$ cat config.mk
export PLATFORM = sky130hd
export DESIGN_NAME = pt_walker
export DESIGN_NICKNAME = d
export VERILOG_FILES = /design/src/rtl/pt_walk_pkg.sv /design/src/rtl/pt_entry_addr.sv /design/src/rtl/pt_entry_check.sv /design/src/rtl/pt_walk_fsm.sv /design/src/rtl/pt_walker.sv
export SDC_FILE = /design/constraint.sdc
export NUM_CORES = 1
export LEC_CHECK = 0
export BUFFER_PORTS_ARGS = -buffer_cell sky130_fd_sc_hd__buf_4
export CORE_MARGIN = 2
export CORE_UTILIZATION = 48
export CTS_CLUSTER_SIZE = 30
export DETAILED_ROUTE_END_ITERATION = 8
export PLACE_DENSITY = 0.81
export SYNTH_ARGS = -nofsm -noshare
export SYNTH_HDL_FRONTEND = slang
export SYNTH_SLANG_ARGS = --single-unit
$ cat constraint.sdc
create_clock -name clk_i -period 1.8 [get_ports clk_i]
set_input_delay 0.18 -clock clk_i [delete_from_list [all_inputs] [get_ports clk_i]]
set_output_delay 0.18 -clock clk_i [all_outputs]
set_load 0.02 [all_outputs]
$ cat src/rtl/pt_walk_pkg.sv
package pt_walk_pkg;
  typedef enum logic [1:0] {
    FLT_NONE = 2'd0,
    FLT_PAGE = 2'd1,
    FLT_PROT = 2'd2
  } fault_e;

  typedef enum logic [2:0] {
    ST_IDLE, ST_RD1, ST_WT1, ST_RD2, ST_WT2, ST_RESP
  } walk_st_e;

  localparam int PTE_V  = 0;
  localparam int PTE_R  = 1;
  localparam int PTE_W  = 2;
  localparam int PERM_W = 3;
endpackage

$ cat src/rtl/pt_entry_addr.sv
module pt_entry_addr #(
  parameter int IDX_W = 10,
  parameter int OFF_W = 12,
  localparam int AW   = 2 * IDX_W + OFF_W,
  localparam int PN_W = AW - OFF_W
) (
  input  logic [PN_W-1:0]  base_i,
  input  logic [IDX_W-1:0] idx_i,
  output logic [AW-1:0]    addr_o
);
  // entries are 4 bytes wide
  assign addr_o = {base_i, {OFF_W{1'b0}}} + (AW'(idx_i) << 2);
endmodule

$ cat src/rtl/pt_entry_check.sv
module pt_entry_check
  import pt_walk_pkg::*;
#(
  parameter int IDX_W = 10,
  parameter int OFF_W = 12,
  localparam int AW   = 2 * IDX_W + OFF_W,
  localparam int PN_W = AW - OFF_W
) (
  input  logic              level2_i,
  input  logic              write_i,
  input  logic [PN_W-1:0]   pte_pn_i,
  input  logic [PERM_W-1:0] pte_perm_i,
  output fault_e            fault_o,
  output logic [PN_W-1:0]   frame_o,
  output logic [PERM_W-1:0] perm_o
);
  logic valid;
  assign valid = pte_perm_i[PTE_V];

  always_comb begin
    if (!valid)                                   fault_o = FLT_PAGE;
    else if (level2_i && write_i && !pte_perm_i[PTE_W]) fault_o = FLT_PROT;
    else                                          fault_o = FLT_NONE;
  end

  assign frame_o = (fault_o == FLT_NONE) ? pte_pn_i : '0;
  assign perm_o  = (level2_i && valid) ? pte_perm_i : '0;
endmodule

$ cat src/rtl/pt_walk_fsm.sv
module pt_walk_fsm
  import pt_walk_pkg::*;
#(
  parameter int IDX_W = 10,
  parameter int OFF_W = 12,
  localparam int AW   = 2 * IDX_W + OFF_W,
  localparam int PN_W = AW - OFF_W
) (
  input  logic              clk_i,
  input  logic              rst_ni,
  input  logic              req_valid_i,
  input  logic [AW-1:0]     vaddr_i,
  input  logic [PN_W-1:0]   root_pn_i,
  input  logic              write_i,
  input  logic              mem_rvalid_i,
  input  logic [PN_W-1:0]   rdata_pn_i,
  input  fault_e            chk_fault_i,
  input  logic [PN_W-1:0]   chk_frame_i,
  input  logic [PERM_W-1:0] chk_perm_i,
  output logic              req_ready_o,
  output logic              mem_req_o,
  output logic              level2_o,
  output logic [PN_W-1:0]   base_o,
  output logic [IDX_W-1:0]  idx_o,
  output logic              write_o,
  output logic              resp_valid_o,
  output fault_e            resp_fault_o,
  output logic [PN_W-1:0]   resp_frame_o,
  output logic [AW-1:0]     resp_paddr_o,
  output logic [PERM_W-1:0] resp_perm_o
);
  walk_st_e          st_q;
  logic [AW-1:0]     vaddr_q;
  logic [PN_W-1:0]   root_q, next_q, frame_q;
  logic              wr_q;
  fault_e            fault_q;
  logic [PERM_W-1:0] perm_q;

  always_ff @(posedge clk_i or negedge rst_ni) begin
    if (!rst_ni) begin
      st_q    <= ST_IDLE;
      vaddr_q <= '0;
      root_q  <= '0;
      next_q  <= '0;
      wr_q    <= 1'b0;
      fault_q <= FLT_NONE;
      frame_q <= '0;
      perm_q  <= '0;
    end else begin
      unique case (st_q)
        ST_IDLE: if (req_valid_i) begin
          vaddr_q <= vaddr_i;
          root_q  <= root_pn_i;
          wr_q    <= write_i;
          st_q    <= ST_RD1;
        end
        ST_RD1: st_q <= ST_WT1;
        ST_WT1: if (mem_rvalid_i) begin
          if (chk_fault_i != FLT_NONE) begin
            fault_q <= chk_fault_i;
            frame_q <= chk_frame_i;
            perm_q  <= chk_perm_i;
            st_q    <= ST_RESP;
          end else begin
            next_q <= rdata_pn_i;
            st_q   <= ST_RD2;
          end
        end
        ST_RD2: st_q <= ST_WT2;
        ST_WT2: if (mem_rvalid_i) begin
          fault_q <= chk_fault_i;
          frame_q <= chk_frame_i;
          perm_q  <= chk_perm_i;
          st_q    <= ST_RESP;
        end
        ST_RESP: st_q <= ST_IDLE;
        default: st_q <= ST_IDLE;
      endcase
    end
  end

  assign req_ready_o  = (st_q == ST_IDLE);
  assign mem_req_o    = (st_q == ST_RD1) || (st_q == ST_RD2);
  assign level2_o     = (st_q == ST_RD2) || (st_q == ST_WT2);
  assign base_o       = level2_o ? next_q : root_q;
  assign idx_o        = level2_o ? vaddr_q[OFF_W +: IDX_W] : vaddr_q[OFF_W+IDX_W +: IDX_W];
  assign write_o      = wr_q;
  assign resp_valid_o = (st_q == ST_RESP);
  assign resp_fault_o = fault_q;
  assign resp_frame_o = frame_q;
  assign resp_perm_o  = perm_q;
  assign resp_paddr_o = (fault_q == FLT_NONE) ? {frame_q, vaddr_q[OFF_W-1:0]} : '0;

  p_busy_after_accept_r7: assert property (@(posedge clk_i) disable iff (!rst_ni)
    req_valid_i && req_ready_o |=> !req_ready_o);
  p_resp_pulse_r8: assert property (@(posedge clk_i) disable iff (!rst_ni)
    resp_valid_o |=> !resp_valid_o);
  p_ready_after_resp_r8: assert property (@(posedge clk_i) disable iff (!rst_ni)
    resp_valid_o |=> req_ready_o);
  p_mem_pulse_r9: assert property (@(posedge clk_i) disable iff (!rst_ni)
    mem_req_o |=> !mem_req_o);
  p_prot_on_write_r6: assert property (@(posedge clk_i) disable iff (!rst_ni)
    resp_valid_o && (resp_fault_o == FLT_PROT) |-> wr_q);
endmodule

$ cat src/rtl/pt_walker.sv
module pt_walker
  import pt_walk_pkg::*;
#(
  parameter int IDX_W = 10,
  parameter int OFF_W = 12,
  localparam int AW   = 2 * IDX_W + OFF_W,
  localparam int PN_W = AW - OFF_W
) (
  input  logic              clk_i,
  input  logic              rst_ni,
  input  logic              req_valid_i,
  output logic              req_ready_o,
  input  logic [AW-1:0]     req_vaddr_i,
  input  logic [AW-1:0]     req_root_i,
  input  logic              req_write_i,
  output logic              mem_req_o,
  output logic [AW-1:0]     mem_addr_o,
  input  logic              mem_rvalid_i,
  input  logic [AW-1:0]     mem_rdata_i,
  output logic              resp_valid_o,
  output logic [1:0]        resp_fault_o,
  output logic [PN_W-1:0]   resp_frame_o,
  output logic [AW-1:0]     resp_paddr_o,
  output logic [PERM_W-1:0] resp_perm_o
);
  logic              level2, write_q;
  logic [PN_W-1:0]   base, chk_frame;
  logic [IDX_W-1:0]  idx;
  logic [PERM_W-1:0] chk_perm;
  fault_e            chk_fault, fault;

  // low bits of root and entries carry no meaning here
  logic unused_bits;
  assign unused_bits = ^{req_root_i[OFF_W-1:0], mem_rdata_i[OFF_W-1:PERM_W]};

  pt_entry_addr #(.IDX_W(IDX_W), .OFF_W(OFF_W)) u_addr (
    .base_i (base),
    .idx_i  (idx),
    .addr_o (mem_addr_o)
  );

  pt_entry_check #(.IDX_W(IDX_W), .OFF_W(OFF_W)) u_check (
    .level2_i   (level2),
    .write_i    (write_q),
    .pte_pn_i   (mem_rdata_i[AW-1:OFF_W]),
    .pte_perm_i (mem_rdata_i[PERM_W-1:0]),
    .fault_o    (chk_fault),
    .frame_o    (chk_frame),
    .perm_o     (chk_perm)
  );

  pt_walk_fsm #(.IDX_W(IDX_W), .OFF_W(OFF_W)) u_fsm (
    .clk_i        (clk_i),
    .rst_ni       (rst_ni),
    .req_valid_i  (req_valid_i),
    .vaddr_i      (req_vaddr_i),
    .root_pn_i    (req_root_i[AW-1:OFF_W]),
    .write_i      (req_write_i),
    .mem_rvalid_i (mem_rvalid_i),
    .rdata_pn_i   (mem_rdata_i[AW-1:OFF_W]),
    .chk_fault_i  (chk_fault),
    .chk_frame_i  (chk_frame),
    .chk_perm_i   (chk_perm),
    .req_ready_o  (req_ready_o),
    .mem_req_o    (mem_req_o),
    .level2_o     (level2),
    .base_o       (base),
    .idx_o        (idx),
    .write_o      (write_q),
    .resp_valid_o (resp_valid_o),
    .resp_fault_o (fault),
    .resp_frame_o (resp_frame_o),
    .resp_paddr_o (resp_paddr_o),
    .resp_perm_o  (resp_perm_o)
  );

  assign resp_fault_o = fault;
endmodule

* After elaboration in Yosys (flattened, before gate mapping)
Cells that the tools add are included.
** Word-level totals
- Output and inout port bits :: 92
- Flip-flop bits (word level) :: 101
** Operators by class
- Bitwise gates (word level) :: 1
- Reduce and logical (&&, ||, !) cells :: 15
- Multiplexer cells :: 24
- $add $sub $neg :: 1
- Equal/unequal tests :: 9
** Operators with widths (count)
- $mux W20 :: 5
- $pmux W20 S2 :: 1
- $add A32 B12 Y32 :: 1
- $mux W32 :: 1
- $mux W3 :: 8
- $pmux W3 S5 :: 1
- $mux W10 :: 1
- $mux W2 :: 5
- $eq A3 B2 Y1 const B :: 2
- $eq A3 B3 Y1 const B :: 2
- $ne A2 B2 Y1 const B :: 3
- $pmux W3 S2 :: 1
- $reduce_and A3 Y1 :: 2
- $logic_not A2 Y1 :: 2
- $pmux W2 S2 :: 1
- $reduce_and A4 Y1 :: 1
- $reduce_bool A2 Y1 :: 2
- $eq A3 B1 Y1 const B :: 1
- $logic_and A1 B1 Y1 :: 3
- $logic_not A3 Y1 :: 1
- $logic_or A1 B1 Y1 :: 2
- $ne A2 B1 Y1 const B :: 1
- $reduce_and A2 Y1 :: 1
- $logic_not A1 Y1 :: 1
- $not A1 Y1 :: 1

* Logic depth before layout (Yosys ltp)
Gate-level depths: netlist of run 1.
- Word-level depth :: 11
- Gate-level depth with buffers :: 5

* By module
Synthesis of run 1 repeated with hierarchy kept, for this count alone.
** Second synthesis, totals
- Cells, all modules :: 475
- Area total of the unflattened synthesis :: 5456.5 µm²
** By module, submodules not included
- pt_walk_fsm :: seq. area each 2527.4 µm², cells an instance 412, instances 1, area each 5002.3 µm²
- pt_entry_addr :: seq. area each 0.0 µm², cells an instance 33, instances 1, area each 244.0 µm²
- pt_entry_check :: seq. area each 0.0 µm², cells an instance 30, instances 1, area each 210.2 µm²

* Least setup slack after synthesis of run 1
OpenSTA, ideal clock, no wires.
- Kind :: flip-flop to output port
- Start :: register u_fsm.st_q[0]
- End :: output port mem_addr_o[10]
- Arrival :: 1.699 ns
- Setup slack :: -0.079 ns
- Required time :: 1.620 ns
- Stages on the path, launching flop included :: 6
- Cells stage by stage :: dfrtp_1 -> buf_2 -> nor2b_1 -> a22o_1 -> buf_2 -> mux2_2
** Between the ends
- Cells in the longest elaborated chain, start to end :: 4
- Elaborated cells between the ends (all ways) :: 5
** Ends and longest elaborated chain
- from (decl) :: RTL line pt_walk_fsm.sv:32 : walk_st_e st_q;
- from (signal assigned) :: RTL line pt_walk_fsm.sv:41 : st_q <= ST_IDLE;
- from (signal assigned) :: RTL line pt_walk_fsm.sv:55 : st_q <= ST_RD1;
- from (signal assigned) :: RTL line pt_walk_fsm.sv:57 : ST_RD1: st_q <= ST_WT1;
- $eq A3 B2 Y1 or $eq A3 B3 Y1 (tied branches) :: RTL line pt_walk_fsm.sv:84 : assign level2_o = (st_q == ST_RD2) || (st_q == ST_WT2);
- $logic_or A1 B1 Y1 (*) :: RTL line pt_walk_fsm.sv:84
- $mux W10 (*) :: RTL line pt_walk_fsm.sv:86 : assign idx_o = level2_o ? vaddr_q[OFF_W +: IDX_W] : vaddr_q[OFF_W+IDX_W +: IDX_W];
- $add A32 B12 Y32 (*) :: RTL line pt_entry_addr.sv:12 : assign addr_o = {base_i, {OFF_W{1'b0}}} + (AW'(idx_i) << 2);
- to (decl) :: RTL line pt_walker.sv:17 : output logic [AW-1:0] mem_addr_o,
Mark *: on every way between the ends. The rest lies on a longest branch, timed or not.

* Worst setup path in the final report of run 1
- Start :: register u_fsm.st_q[2]
- End :: output port mem_addr_o[21]
** Between the ends
- Cells in the longest elaborated chain, start to end :: 4
- Elaborated cells between the ends (all ways) :: 6
** Ends and longest elaborated chain (RTL line)
- $eq A3 B2 Y1 or $eq A3 B3 Y1 (tied branches) :: pt_walk_fsm.sv:84
- $logic_or A1 B1 Y1 (*) :: pt_walk_fsm.sv:84
- $mux W20 or $mux W10 (tied branches) :: pt_walk_fsm.sv:85, pt_walk_fsm.sv:86
- $add A32 B12 Y32 (*) :: pt_entry_addr.sv:12
Marks and branches as above.

==> metrics.csv, run 1 <==
stage;metric;value;unit
run_status;outcome;finished with violations;
run_status;failing checks;negative setup slack;
sta;final count of hold timing violations;0;
worst_hold_path;hold_sp;req_root_i[21];
worst_setup_path;critical path endpoint category;output port;
clocking;clock buffer depth;2;
logic_synthesis;flops & latches, synth;101;
cells_and_area;sequential cell area;0.00253;sq mm
logic_synthesis;register area share after synthesis;0.570;
clocking;Root Driver;clkbuf_8;
die;# IOs;193;
cells_and_area;n_diodes;0;
worst_setup_path;worst reg-to-reg path cell count;7;
place;Port-buffer cells;169;
cells_and_area;share of cells above drive strength 1;0.652;
sta;Max Fclk;494;MHz
cells_and_area;area occupied by multi-input gates;0.00193;sq mm
logic_synthesis;Synth area leaders;dfrtp_1 57%, mux2_2 25%, a22o_1 4.9%, and2_1 4.5%, buf_4 1.2%;
global_routing;global route overflow;0;
worst_setup_path;Cell Chain, Critical Path;nor2b_4 -> a22o_4 -> buf_12 -> mux2_2 -> buf_6;
worst_setup_path;R2R Path Start;u_fsm.st_q[2]$_DFFE_PN0P_;
worst_setup_path;r2r setup slk;-0.20;ns
clocking;TritonCTS clock tree;yes;
sta;final setup skew;0.0124;ns
sta;clock period minus worst slack;2.03;ns
sta;Final Max Tran Viols;0;
worst_setup_path;Critical Path Max Stage Delay;0.45;ns
clocking;count of clock tree sinks;101;
place;Cell Area, Placed;0.00594;sq mm
global_routing;largest net degree at the start of global routing;42;
power;Power Density;1980;mW/mm^2
drt;vias;3277;
worst_hold_path;worst hold path class;primary input to flip-flop;
drt;routed wire length per instance;18.8;um
sta;setup ws final;-0.225;ns
die;# rows;35;
global_routing;Total Routing Usage GR;0.226;
cells_and_area;Filler cells;598;
worst_hold_path;sink of the worst hold path;u_fsm.root_q[9]$_DFFE_PN0P_;
clocking;clock insertion delay at the later pin of the skew report;0.35;ns
logic_synthesis;area leader, netlist;dfrtp_1;
drt;Antenna Nets Post-Route;0;
logic_synthesis;Synth Cell Area;0.00443;sq mm
place;placed cells;590;
run;max-cap check violation count;0;
place;DP Worst Slack;-0.0762;ns
cells_and_area;Final #Nets;607;
power;worst vdd ir;1120;uV
global_routing;vias in the first global route;3443;
worst_setup_path;Setup crit start;u_fsm.st_q[2]$_DFFE_PN0P_;
die;DIE WIDTH;100;um
logic_synthesis;syn avg cell area;14.2;sq um
worst_setup_path;CP max-delay cell;dfrtp_2;
drt;drt total wl;11.7;mm
drt;drt drc;0;
die;Initial Utilization;0.486;
place;GP Congestion;0.754;
clocking;clock-pin slew on the worst setup and hold paths;0.11;ns
clocking;H-tree depth;3;
die;Core Region;0.00911;sq mm
worst_setup_path;Crit path arrival time;1.85;ns
cells_and_area;post-route design area;0.00671;sq mm
logic_synthesis;Synth top area share;0.570;
logic_synthesis;YS warnings;0;
worst_setup_path;Critical Path Start Type;flip-flop;
die;die area;0.0100;sq mm
global_routing;initial antenna violation count;0;
global_routing;first-pass GRT wire length;17.6;mm
drt;Pre-Repair DR Iteration Count;4;
worst_setup_path;worst-path fanout max;8;
cells_and_area;Area Growth Syn to Fin;51.5;%
worst_setup_path;r2r endpoint;u_fsm.root_q[3]$_DFFE_PN0P_;
logic_synthesis;Mapped Cells;311;
drt;violation count after the first detailed-route iteration;102;
clocking;Num CTS Buffers;9;
cells_and_area;Finished Layout Cells;622;
worst_hold_path;Hold Crit Depth;2;
sta;RSZ-0062 raised after global routing;yes;
drt;vias per cell;5.27;
worst_setup_path;kind of critical path;flip-flop to output port;
place;Post-DP HPWL;7.61;mm
worst_setup_path;CP Data Required Time;1.62;ns
sta;final worst-path cycle share;1.13;
die;die height;100;um
logic_synthesis;synth unique cells;27;
sta;final setup vio count;103;
power;leakage power;3.30;nW
sequential cells by signal, summed over array words and instances (netlist names):
signal and count:
u_fsm.next_q 20, u_fsm.resp_fault_o 2, u_fsm.resp_frame_o 20, u_fsm.resp_perm_o 3
u_fsm.root_q 20, u_fsm.st_q 3, u_fsm.vaddr_q 32, u_fsm.write_o 1
synth_stat cells:
| master | instances |
|---|---|
| a21oi_1 | 2 |
| o21ai_0 | 1 |
| nor4_1 | 1 |
| a21o_1 | 1 |
| mux2_2 | 98 |
| nor3_1 | 2 |
| a2bb2oi_1 | 1 |
| mux2i_1 | 1 |
| nand2_1 | 1 |
| buf_4 | 7 |
| nor3b_1 | 1 |
| or4b_4 | 1 |
| nand2b_1 | 2 |
| nor4b_4 | 1 |
| nor2b_1 | 4 |
| conb_1 | 1 |
| buf_2 | 9 |
| mux2_4 | 1 |
| buf_6 | 2 |
| a22o_1 | 25 |
| inv_1 | 3 |
| dfrtp_1 | 101 |
| and2_1 | 32 |
| mux2_1 | 4 |
| o211ai_1 | 2 |
| nor2_1 | 3 |
| clkbuf_1 | 4 |
where the power goes:
group          total (mW)  internal [mW]  switching (mW)  leakage, nW
Clock                1.40          0.570           0.833        0.100
Combinational        7.83           4.47            3.37         1.96
Sequential           4.02           3.37           0.658         1.24
Total                13.3           8.40            4.86         3.30
worst max path at each step:
| stage | endpoint |
|---|---|
| floorplan | mem_addr_o[10] |
| global route | mem_addr_o[5] |
| detailed placement | mem_addr_o[21] |
| global placement | mem_addr_o[19] |
| CTS | mem_addr_o[21] |
| finish | mem_addr_o[21] |
placed cells by master, fill, tap and decap left out, types with 2 or more instances in the layout:
cell type	n
buf_12	7
buf_6	35
mux2_4	35
buf_4	153
nor2b_4	2
dfrtp_1	99
o211ai_1	2
nor2_1	2
nor2b_1	2
nand2b_1	2
inv_1	3
inv_6	4
clkbuf_8	10
clkbuf_16	5
conb_1	2
a21oi_1	2
a22o_1	24
buf_16	3
mux2_2	68
and2_1	32
dfrtp_2	2
cell type report:
type / instances / share of cell area
repair buffers: 205 / 0.285
well taps: 111 / 0.0207
clock buffers: 10 / 0.0205
flip-flops and latches: 101 / 0.377
clock inverters: 6 / 0.00764
multi-input cells: 186 / 0.287
inverters: 3 / 0.00168
metal layers:
metal,vias up,part of all wire,track usage
met5,-,0,0
li1,1490,-,-
met1,1675,0.41,0.279
met3,12,0.045,0.0529
met2,100,0.53,0.407
met4,0,0.011,0.0464
worst max-delay path, delay by kind of cell (launching register included):
family	cells	cell delay (ns)
compound gates	1	0.30
buf+inv	2	0.30
flops	1	0.45
mux	1	0.29
simple gates	1	0.15
stage by stage:
| stage | hold slack [ns] | setup TNS [ns] | util | power (mW) |
|---|---|---|---|---|
| after floorplan | -0.116 | 0 | - | 7.74 |
| after global placement | 0.157 | -0.697 | 0.652 | 10.1 |
| after detailed placement | 0.163 | -1.23 | 0.652 | 10.3 |
| after CTS | 0.0290 | -7.06 | 0.704 | 12.6 |
| after global routing | 0.0167 | -20.03 | 0.737 | 13.9 |
| final | 0.0505 | -15.91 | 0.737 | 13.3 |
repair_timing:
item,4_1_cts,5_1_grt
endpoints found under the setup margin,33,102
endpoints found under the hold margin,32,0
setup buffers,5,1
gates resized for setup,43,41
pin swaps,2,1
cloned,3,6
hold buffers,1,0
logic make-up after synthesis:
logic type      synth area share
other cells             0.000846
mux                        0.265
compound gates            0.0599
flops                      0.570
simple gates              0.0709
buf+inv                   0.0330
(Power assumes the default switching activity.)
==> run 2, diff against run 1 <==
==> constraint.sdc (replaced) <==
create_clock -name clk_i -period 1.8 [get_ports clk_i]
set_input_delay 0.18 -clock clk_i [delete_from_list [all_inputs] [get_ports clk_i]]
set_output_delay 0.18 -clock clk_i [all_outputs]
set_load 0.1 [all_outputs]
==> run 2 against run 1 <==
Net effect:
- count of clock-buffer cells in the layout rose by 1
- core utilization increased by 5.1 points
- worst setup slack worse by 0.052 ns
- non-clock buffer count down 1
- final cell count unchanged
- critical path depth increased by 1
- the flow still finishes with violations (negative setup slack)
- via count is 2.5% higher
- maximum frequency shrank 2.5%
- clock skew shrank 0.0022 ns
- cell area is 6.9% higher
- sequential cell count is the same
- critical endpoint is now mem_addr_o[23]
- hold slack got worse by 0.0066 ns
==> metrics.csv, run 2 (synthesis results as in run 1) <==
stage;metric;value;unit;change
worst_setup_path;worst reg-to-reg path cell count;6;;-1
cells_and_area;commonest non-fill, non-tap cell in the layout;buf_4;;
place;placed cells;590;;unchanged
cells_and_area;Largest Register;u_fsm.vaddr_q;;
clocking;clock buffer depth;2;;unchanged
worst_setup_path;CP max-delay cell;dfrtp_1;;
global_routing;initial antenna violation count;0;;unchanged
global_routing;Total Routing Usage GR;0.239;;+0.0134
cells_and_area;Largest register FFs;32;;unchanged
die;die height;100;um;unchanged
worst_setup_path;Critical Path Start Type;flip-flop;;
sta;clock period minus worst slack;2.08;ns;+0.0516 ns
sta;RSZ-0062 raised after global routing;yes;;
cells_and_area;Filler cells;527;;-12%
run_status;outcome;finished with violations;;
drt;drt total wl;12.6;mm;+7.9%
sta;final setup vio count;82;;-20%
sta;final count of hold timing violations;0;;unchanged
sta;Final Max Tran Viols;0;;unchanged
clocking;clock insertion delay at the later pin of the skew report;0.36;ns;about the same
cells_and_area;area occupied by multi-input gates;0.00203;sq mm;+5.2%
worst_setup_path;Setup crit start;u_fsm.st_q[2]$_DFFE_PN0P_;;
worst_setup_path;critical path endpoint category;output port;;
die;Initial Utilization;0.486;;unchanged
global_routing;first-pass GRT wire length;18.4;mm;+4.2%
run_status;failing checks;negative setup slack;;
clocking;H-tree depth;3;;unchanged
die;Core Region;0.00911;sq mm;unchanged
sta;Max Fclk;481;MHz;-2.5%
sta;setup ws final;-0.277;ns;-0.0516 ns
worst_setup_path;r2r setup slk;-0.10;ns;+0.10 ns
sta;final setup skew;0.0102;ns;-0.00223 ns
cells_and_area;commonest cells after routing, fill and taps aside;123 x buf_4, 98 x dfrtp_1, 59 x mux2_2;;
global_routing;largest net degree at the start of global routing;51;;+21%
cells_and_area;Area Growth Syn to Fin;61.8;%;
drt;Antenna Nets Post-Route;0;;unchanged
sta;setup TNS;-11.09;ns;+4.82 ns
run;max-cap check violation count;0;;unchanged
worst_setup_path;R2R Path Start;u_fsm.st_q[2]$_DFFE_PN0P_;;
drt;routed wire length per instance;20.3;um;+7.9%
worst_setup_path;Crit path arrival time;1.90;ns;+0.05 ns
die;# IOs;193;;unchanged
cells_and_area;Final #Nets;607;;unchanged
cells_and_area;Final Core Density;0.787;;+0.0505
global_routing;global route overflow;0;;unchanged
worst_hold_path;sink of the worst hold path;u_fsm.vaddr_q[6]$_DFFE_PN0P_;;
place;GP Congestion;0.741;;-1.7%
worst_hold_path;worst hold path class;primary input to flip-flop;;
die;DIE WIDTH;100;um;unchanged
clocking;Root Driver;clkbuf_8;;
worst_setup_path;kind of critical path;flip-flop to output port;;
clocking;Num CTS Buffers;9;;unchanged
global_routing;vias in the first global route;3544;;+2.9%
worst_setup_path;r2r endpoint;u_fsm.root_q[8]$_DFFE_PN0P_;;
place;Post-DP HPWL;7.76;mm;+2.0%
clocking;clock-pin slew on the worst setup and hold paths;0.09;ns;-0.02 ns
drt;violation count after the first detailed-route iteration;108;;+5.9%
worst_setup_path;worst-path fanout max;8;;unchanged
cells_and_area;n_diodes;0;;unchanged
sta;final worst-path cycle share;1.15;;+0.0287
cells_and_area;sequential cell area;0.00253;sq mm;about the same
drt;vias per cell;5.40;;+2.5%
cells_and_area;share of cells above drive strength 1;0.716;;+0.0646
die;die area;0.0100;sq mm;unchanged
drt;Pre-Repair DR Iteration Count;4;;unchanged
worst_hold_path;hold_sp;req_vaddr_i[6];;
die;# rows;35;;unchanged
clocking;TritonCTS clock tree;yes;;
cells_and_area;Finished Layout Cells;622;;unchanged
place;Port-buffer cells;169;;unchanged
place;DP Worst Slack;-0.00874;ns;+0.0675 ns
worst_setup_path;Critical Path Max Stage Delay;0.43;ns;-0.02 ns
worst_setup_path;Crit path top cell by count;buf_12;;
worst_hold_path;Hold Crit Depth;2;;unchanged
drt;vias;3358;;+2.5%
worst_setup_path;CP Data Required Time;1.62;ns;about the same
drt;drt drc;0;;unchanged
clocking;count of clock tree sinks;101;;unchanged
worst_setup_path;Cell Chain, Critical Path;buf_6 -> nor2b_4 -> a22o_4 -> buf_12 -> mux2_4 -> buf_12;;
-- run 2: repair_timing --
item,CTS,global route
endpoints found under the setup margin,60,152
gates cloned,2,6
buffers inserted,4,5
gates resized for setup,112,50
hold buffers,1,0
pin swaps,3,5
hold endpoints to repair,29,0
-- run 2: how the worst max path moves through the flow --
stage / cells after the start / to / slack (ns)
after detailed placement: 6 / mem_addr_o[18] / -0.009
after global placement: 6 / mem_addr_o[22] / 0.03
after CTS: 6 / mem_addr_o[20] / -0.36
after floorplan: 5 / mem_addr_o[10] / -0.31
final: 6 / mem_addr_o[23] / -0.28
after global routing: 6 / mem_addr_o[13] / -0.33
-- run 2: critical path: cells and delay by family, from the launching register on --
family	cells	cell delay, ns
buf+inv	3	0.47
mux	1	0.32
compound gates	1	0.21
simple gates	1	0.12
flops	1	0.43
-- run 2: layout make-up --
cell class,instances,share of cell area
sequential,101,0.353
timing repair buffer,204,0.315
multi-input combinational,187,0.282
clock buffer,11,0.0197
tap,111,0.0194
clock inverter,5,0.00838
inverter,3,0.00157
-- run 2: stage by stage --
step           cell area, sq um  hold slack, ns
4_1_cts                    6880          0.0273
3_3_place_gp               6110           0.138
6_report                   7170          0.0440
2_1_floorplan              4640          -0.116
5_1_grt                    7170          0.0263
3_5_place_dp               6110           0.139
-- run 2: per-layer routing --
layer | share of wire | global-route usage | vias to the layer above | wire length, um
li1 | - | - | 1495 | -
met1 | 0.39 | 0.294 | 1736 | 4960
met2 | 0.54 | 0.420 | 112 | 6850
met3 | 0.051 | 0.0515 | 15 | 642
met4 | 0.015 | 0.0811 | 0 | 188
met5 | 0 | 0 | - | 0
Power of run 2 is not shown: default switching activity piles up to over one toggle a cycle in this logic, so the estimate is an artifact.
